**src/rtl/vcip_pkg.sv**
```systemverilog
`timescale 1ns/1ps
package vcip_pkg;
  typedef enum logic [1:0] {
    FLIT_HEAD = 2'b00,
    FLIT_DATA = 2'b01,
    FLIT_ADDR = 2'b10,
    FLIT_TAIL = 2'b11
  } flit_kind_e;
endpackage

```
**src/rtl/vcip_fifo.sv**
```systemverilog
`timescale 1ns/1ps
module vcip_fifo #(
  parameter int WIDTH = 18,
  parameter int DEPTH = 4,
  parameter int CNT_W = 3
) (
  input  logic             clk_i,
  input  logic             rst_ni,
  input  logic             push_i,
  input  logic [WIDTH-1:0] data_i,
  input  logic             pop_i,
  output logic [WIDTH-1:0] data_o,
  output logic [CNT_W-1:0] count_o,
  output logic             full_o,
  output logic             empty_o
);
  localparam int AW = (DEPTH > 1) ? $clog2(DEPTH) : 1;

  logic [WIDTH-1:0] mem_q [DEPTH];
  logic [AW-1:0]    wr_q, rd_q;
  logic [CNT_W-1:0] cnt_q;

  function automatic logic [AW-1:0] step(input logic [AW-1:0] p);
    return (p == AW'(DEPTH - 1)) ? '0 : p + 1'b1;
  endfunction

  always_ff @(posedge clk_i or negedge rst_ni) begin
    if (!rst_ni) begin
      wr_q  <= '0;
      rd_q  <= '0;
      cnt_q <= '0;
    end else begin
      if (push_i) wr_q <= step(wr_q);
      if (pop_i)  rd_q <= step(rd_q);
      case ({push_i, pop_i})
        2'b10:   cnt_q <= cnt_q + 1'b1;
        2'b01:   cnt_q <= cnt_q - 1'b1;
        default: cnt_q <= cnt_q;
      endcase
    end
  end

  always_ff @(posedge clk_i) begin
    if (push_i) mem_q[wr_q] <= data_i;
  end

  assign data_o  = mem_q[rd_q];
  assign count_o = cnt_q;
  assign full_o  = (cnt_q == CNT_W'(DEPTH));
  assign empty_o = (cnt_q == '0);
endmodule

```
**src/rtl/vcip_least_sel.sv**
```systemverilog
`timescale 1ns/1ps
module vcip_least_sel #(
  parameter int NUM_VC = 4,
  parameter int CNT_W  = 3,
  parameter int IDX_W  = 2
) (
  input  logic [NUM_VC*CNT_W-1:0] counts_i,
  output logic [IDX_W-1:0]        idx_o
);
  logic [CNT_W-1:0] best_cnt;

  // strict compare keeps the lowest index on ties
  always_comb begin
    idx_o    = '0;
    best_cnt = counts_i[0 +: CNT_W];
    for (int i = 1; i < NUM_VC; i++) begin
      if (counts_i[i*CNT_W +: CNT_W] < best_cnt) begin
        idx_o    = IDX_W'(i);
        best_cnt = counts_i[i*CNT_W +: CNT_W];
      end
    end
  end
endmodule

```
**src/rtl/vcip_rr_arb.sv**
```systemverilog
`timescale 1ns/1ps
module vcip_rr_arb #(
  parameter int NUM_VC = 4,
  parameter int IDX_W  = 2
) (
  input  logic              clk_i,
  input  logic              rst_ni,
  input  logic [NUM_VC-1:0] req_i,
  input  logic              take_i,
  output logic [IDX_W-1:0]  gnt_o,
  output logic              gnt_valid_o,
  output logic [IDX_W-1:0]  ptr_o
);
  logic [IDX_W-1:0] ptr_q;

  // scan downward so the smallest offset from the pointer is written last
  always_comb begin
    int idx;
    gnt_o       = '0;
    gnt_valid_o = |req_i;
    for (int i = NUM_VC - 1; i >= 0; i--) begin
      idx = int'(ptr_q) + i;
      if (idx >= NUM_VC) idx = idx - NUM_VC;
      if (req_i[idx]) gnt_o = IDX_W'(idx);
    end
  end

  always_ff @(posedge clk_i or negedge rst_ni) begin
    if (!rst_ni) begin
      ptr_q <= '0;
    end else if (take_i) begin
      ptr_q <= (gnt_o == IDX_W'(NUM_VC - 1)) ? '0 : gnt_o + 1'b1;
    end
  end

  assign ptr_o = ptr_q;
endmodule

```
**src/rtl/vc_input_port.sv**
```systemverilog
`timescale 1ns/1ps
module vc_input_port #(
  parameter int NUM_VC = 4,
  parameter int DEPTH  = 4,
  parameter int FLIT_W = 18,
  parameter int PORT_W = 3,
  parameter int IDX_W  = (NUM_VC > 1) ? $clog2(NUM_VC) : 1,
  parameter int CNT_W  = $clog2(DEPTH + 1)
) (
  input  logic                    clk_i,
  input  logic                    rst_ni,
  input  logic                    in_valid_i,
  output logic                    in_ready_o,
  input  logic [FLIT_W-1:0]       in_flit_i,
  input  logic [NUM_VC*PORT_W-1:0] route_req_i,
  output logic                    out_valid_o,
  input  logic                    out_ready_i,
  output logic [FLIT_W-1:0]       out_flit_o,
  output logic [IDX_W-1:0]        out_vc_o,
  output logic [PORT_W-1:0]       out_port_o,
  output logic [NUM_VC*CNT_W-1:0] occupancy_o
);
  import vcip_pkg::*;

  logic [NUM_VC-1:0]       push, pop, full, empty;
  logic [FLIT_W-1:0]       head [NUM_VC];
  logic [NUM_VC*CNT_W-1:0] counts;
  logic [IDX_W-1:0]        least_idx, target, gnt, rr_ptr;
  logic                    gnt_valid, accept, take;
  logic                    locked_q;
  logic [IDX_W-1:0]        lock_vc_q;
  flit_kind_e              kind;

  assign kind = flit_kind_e'(in_flit_i[FLIT_W-1 -: 2]);

  vcip_least_sel #(.NUM_VC(NUM_VC), .CNT_W(CNT_W), .IDX_W(IDX_W)) i_least (
    .counts_i (counts),
    .idx_o    (least_idx)
  );

  assign target     = locked_q ? lock_vc_q : least_idx;
  assign in_ready_o = !full[target];
  assign accept     = in_valid_i && in_ready_o;

  always_ff @(posedge clk_i or negedge rst_ni) begin
    if (!rst_ni) begin
      locked_q  <= 1'b0;
      lock_vc_q <= '0;
    end else if (accept) begin
      if (kind == FLIT_TAIL) begin
        locked_q <= 1'b0;
      end else begin
        locked_q  <= 1'b1;
        lock_vc_q <= target;
      end
    end
  end

  for (genvar v = 0; v < NUM_VC; v++) begin : g_vc
    assign push[v] = accept && (target == IDX_W'(v));
    assign pop[v]  = take && (gnt == IDX_W'(v));

    vcip_fifo #(.WIDTH(FLIT_W), .DEPTH(DEPTH), .CNT_W(CNT_W)) i_fifo (
      .clk_i   (clk_i),
      .rst_ni  (rst_ni),
      .push_i  (push[v]),
      .data_i  (in_flit_i),
      .pop_i   (pop[v]),
      .data_o  (head[v]),
      .count_o (counts[v*CNT_W +: CNT_W]),
      .full_o  (full[v]),
      .empty_o (empty[v])
    );
  end

  vcip_rr_arb #(.NUM_VC(NUM_VC), .IDX_W(IDX_W)) i_rr (
    .clk_i       (clk_i),
    .rst_ni      (rst_ni),
    .req_i       (~empty),
    .take_i      (take),
    .gnt_o       (gnt),
    .gnt_valid_o (gnt_valid),
    .ptr_o       (rr_ptr)
  );

  assign take        = gnt_valid && out_ready_i;
  assign out_valid_o = gnt_valid;
  assign out_vc_o    = gnt;
  assign out_flit_o  = head[gnt];
  assign out_port_o  = route_req_i[gnt*PORT_W +: PORT_W];
  assign occupancy_o = counts;
endmodule

```
**config.mk**
```make
export PLATFORM = sky130hd
export DESIGN_NAME = vc_input_port
export DESIGN_NICKNAME = d
export VERILOG_FILES = /design/src/rtl/vcip_pkg.sv /design/src/rtl/vcip_fifo.sv /design/src/rtl/vcip_least_sel.sv /design/src/rtl/vcip_rr_arb.sv /design/src/rtl/vc_input_port.sv
export SDC_FILE = /design/constraint.sdc
export NUM_CORES = 1
export LEC_CHECK = 0
export ABC_AREA = 0
export BUFFER_PORTS_ARGS = -buffer_cell sky130_fd_sc_hd__buf_2
export CORE_MARGIN = 1
export CORE_UTILIZATION = 30
export CTS_BUF_LIST = sky130_fd_sc_hd__clkbuf_4 sky130_fd_sc_hd__clkbuf_8 sky130_fd_sc_hd__clkbuf_16
export DETAILED_ROUTE_END_ITERATION = 16
export GPL_ROUTABILITY_DRIVEN = 0
export SETUP_SLACK_MARGIN = 0.05
export SLEW_MARGIN = 20
export SYNTH_ARGS = -nofsm -noshare
export SYNTH_HDL_FRONTEND = slang
export SYNTH_SLANG_ARGS = --single-unit
```
**constraint.sdc**
```tcl
create_clock -name clk_i -period 5.3 [get_ports clk_i]
set_input_delay 0.265 -clock clk_i [delete_from_list [all_inputs] [get_ports clk_i]]
set_output_delay 0.265 -clock clk_i [all_outputs]
set_load 0.005 [all_outputs]
```
==> impl_results.md <==
- Status: completed
- Fin crit share: 88.2%
- Height of the die: 214 µm
- Power share of the clock group: 22.7%
- Fin util: 35.4%
- Psw: 3.46 mW
- Internal: 6.06 mW
- Share of cells above drive strength 1: 27.0%
- Critical path launch point type: flip-flop
- Placed cell count: 1434
- Sw frac: 36.4%
- Synth area leaders: edfxtp_1 64%, mux4_2 12%, dfrtp_1 6.1%
- Main synth FF type: edfxtp_1
- Vias/cell: 4.85
- Worst Clk Skew: 23.8 ps
- Initial DRC count: 675
- Num CTS Buffers: 31
- Syn avg cell area: 17.3 µm²
- Global-route wire length before repair: 46000 µm
- EDFF count, synth: 288
- CP required: 5750 ps
- Sequential area share after synthesis: 70.5%
- Clk_lat worst skew: 590 ps
- Worst R2R Path Depth: 27
- # DRC: 0
- Placed inst area: 0.0146 mm²
- GRT overflow: 0
- Pins Over Slew Limit: 0
- Crit path max fanout: 7
- Hold/Removal Path Class: input port to flip-flop
- Port Buf Inserts: 70
- Leading cell types by count after synthesis: 288 x edfxtp_1, 103 x nand2_1, 72 x mux4_2
- Register bit count reported by yosys: 321
- Combinational power share: 40.1%
- Core ar.: 0.0442 mm²
- Final hold vios: 0
- Via count: 7246
- RSZ-0062 raised after global routing: no
- Total power: 9.53 mW
- Max Cap Viol: 0
- DP Wirelength: 18100 µm
- Post-synthesis instance total: 779
- Setup bufs post-CTS: 0
- Xor/xnor share of the synthesized area: 0.782%
- Crit path time final: 4680 ps
- Largest net degree at the start of global routing: 45
- Synthesized area: 0.0134 mm²
- CTS root buf: clkbuf_16
- Leak: 5.53 nW
- CTS tree: yes
- Total GRT Usage: 13.8%
- Hold path cells: 3
- Compound-Gate Fraction of Synth Area: 3.08%
- VDD IR max: 0.443 mV
- Fmax: 0.214 GHz
- Clock-pin slew on the worst setup and hold paths: 60 ps
- Leading area contributor after synthesis: edfxtp_1
- Fraction of the mapped netlist area in adder cells: 3.95%
- Sequential power share: 37.2%
- Layout area overhead: 16.3%
- Die width: 214 µm
- Clk sinks: 321
- Total negative slack: 0 ps
- Final ANT Viol Nets: 0
- Design area: 0.0156 mm²
- Simple-gate area share of the yosys netlist: 6.32%
- Post-synth cell types: 46
- Vias in the first global route: 7414
- Initial Utilization: 30.4%
- Ys Warns: 0
- PnR worst setup slack: 623 ps
- Layout net count: 950
- Mapped Nets: 853
- WP data arrival: 5130 ps
- CP Capture Type: flip-flop
- Post-synth top area share: 64.3%
- DP Worst Slack: 432 ps
- I/O pins: 71
- Pwr dens: 609 mW/mm²
- Proportion of synthesized area in mux cells: 13.2%
- CTS H-tree lvls: 1
- Final setup fails: 0
- Iteration count of the initial detailed-routing pass: 5
- Layout Cells excl Fill: 1494
- Wirelength, routed: 30700 µm
- Most common cell in the netlist: edfxtp_1
- Worst Path Class, Setup: flip-flop to flip-flop
- Relative slew slack: 43.8%
- DR WL/cell: 20.5 µm
- Std-Cell Rows: 77
- Async S/R FF share, synth: 10.3%
- Largest family of logic cells by synthesized area: multiplexers
- Bufs on Longest Clock Path: 3
- Initial antenna violation count: 1
- Worst-Margin Slew: 840 ps
- Hold WS: 30.0 ps
- Die Area: 0.0457 mm²
path summary, 6_finish.rpt:
| path | startpoint | endpoint | slack (ps) |
|---|---|---|---|
| hold reg to reg | lock_vc_q[0]$_DFFE_PN0P_ | lock_vc_q[0]$_DFFE_PN0P_ | 540 |
| min in group asynchronous | rst_ni | g_vc[3].i_fifo.count_o[0]$_DFFE_PN0P_ | 300 |
| max in group asynchronous | rst_ni | g_vc[3].i_fifo.rd_q[1]$_DFFE_PN0P_ | 4450 |
| setup reg to reg | g_vc[0].i_fifo.count_o[2]$_DFFE_PN0P_ | g_vc[1].i_fifo.count_o[2]$_DFFE_PN0P_ | 620 |
| setup / recovery | g_vc[0].i_fifo.count_o[2]$_DFFE_PN0P_ | g_vc[1].i_fifo.count_o[2]$_DFFE_PN0P_ | 620 |
| hold / removal | in_valid_i | locked_q$_DFFE_PN0P_ | 30 |
layer usage:
metal | GRT usage [%] | share of wire, % | up-vias
met4 | 3.30 | 2.0 | 2
met5 | 0 | 0.026 | -
met1 | 19.7 | 46 | 3775
met2 | 20.9 | 44 | 232
met3 | 3.65 | 7.6 | 47
li1 | - | - | 3190
placed cells by master, fill, tap and decap left out, types with 4 or more instances in the layout:
| master | instances |
|---|---|
| a21oi_1 | 8 |
| dfrtp_1 | 32 |
| nor2_1 | 20 |
| ha_1 | 36 |
| xnor2_1 | 5 |
| a21o_1 | 5 |
| clkinv_2 | 9 |
| clkinv_1 | 7 |
| buf_4 | 27 |
| xor2_1 | 7 |
| nor3_1 | 9 |
| fa_1 | 4 |
| nand2_1 | 103 |
| a31oi_1 | 21 |
| inv_1 | 37 |
| mux2_2 | 5 |
| mux2i_1 | 4 |
| mux4_2 | 72 |
| mux2_4 | 4 |
| clkbuf_16 | 31 |
| and2_1 | 17 |
| o21ai_0 | 10 |
| and3_1 | 21 |
| edfxtp_1 | 288 |
| buf_2 | 70 |
worst max-delay path, stage by stage, from the launching register on:
cell      delay, ps
dfrtp_1         440
inv_1            90
ha_1            330
nand2_1          60
o21ai_1         200
nor2_1           60
a21oi_1         180
ha_1            260
nor2_1           80
nor2_1           50
nor2_2          150
nor2_1           80
nand2_1          70
o21ai_0          80
ha_1            280
nand2_1         100
o21a_1          140
o31ai_2          90
o211a_2         310
a311oi_4        330
and3_2          310
inv_1            60
ha_1            200
inv_1            70
fa_1            170
xor2_1          150
nor2_1           60
xor2_1          140
repair_timing:
item | CTS | global route
hold buffers | 1 | 0
endpoints found under the hold margin | 33 | 0
setup endpoints to repair | 0 | 85
gates resized for setup | 0 | 7
flip-flops by register name (all words and copies together), names as in the netlist:
register             flops
g_vc.i_fifo.count_o     12
lock_vc_q                2
locked_q                 1
g_vc.i_fifo.rd_q         8
g_vc.i_fifo.mem_q      288
g_vc.i_fifo.wr_q         8
i_rr.ptr_o               2
power groups by stage:
stage	Combinational [mW]	Sequential (mW)	Clock [mW]
global placement	3.78	3.57	0
finish	3.82	3.54	2.16
floorplan	2.50	3.48	0
detailed placement	3.82	3.60	0
CTS	3.84	3.55	2.21
global route	4.26	3.59	2.30
final cells by class:
| class | instances | area (µm²) |
|---|---|---|
| antenna | 1 | 2.50 |
| clock buffer | 34 | 798 |
| clock inverter | 24 | 199 |
| fill | 4178 | 28600 |
| inverter | 39 | 146 |
| multi-input combinational | 385 | 3710 |
| sequential | 321 | 9480 |
| tap | 592 | 741 |
| timing repair buffer | 98 | 563 |
cell families after synthesis:
kind of cell | after synthesis
mux | 85
xor+xnor | 12
compound gates | 62
flops | 321
simple gates | 186
buf+inv | 73
fa+ha+maj | 40
Power figures use the tool's default switching activity.
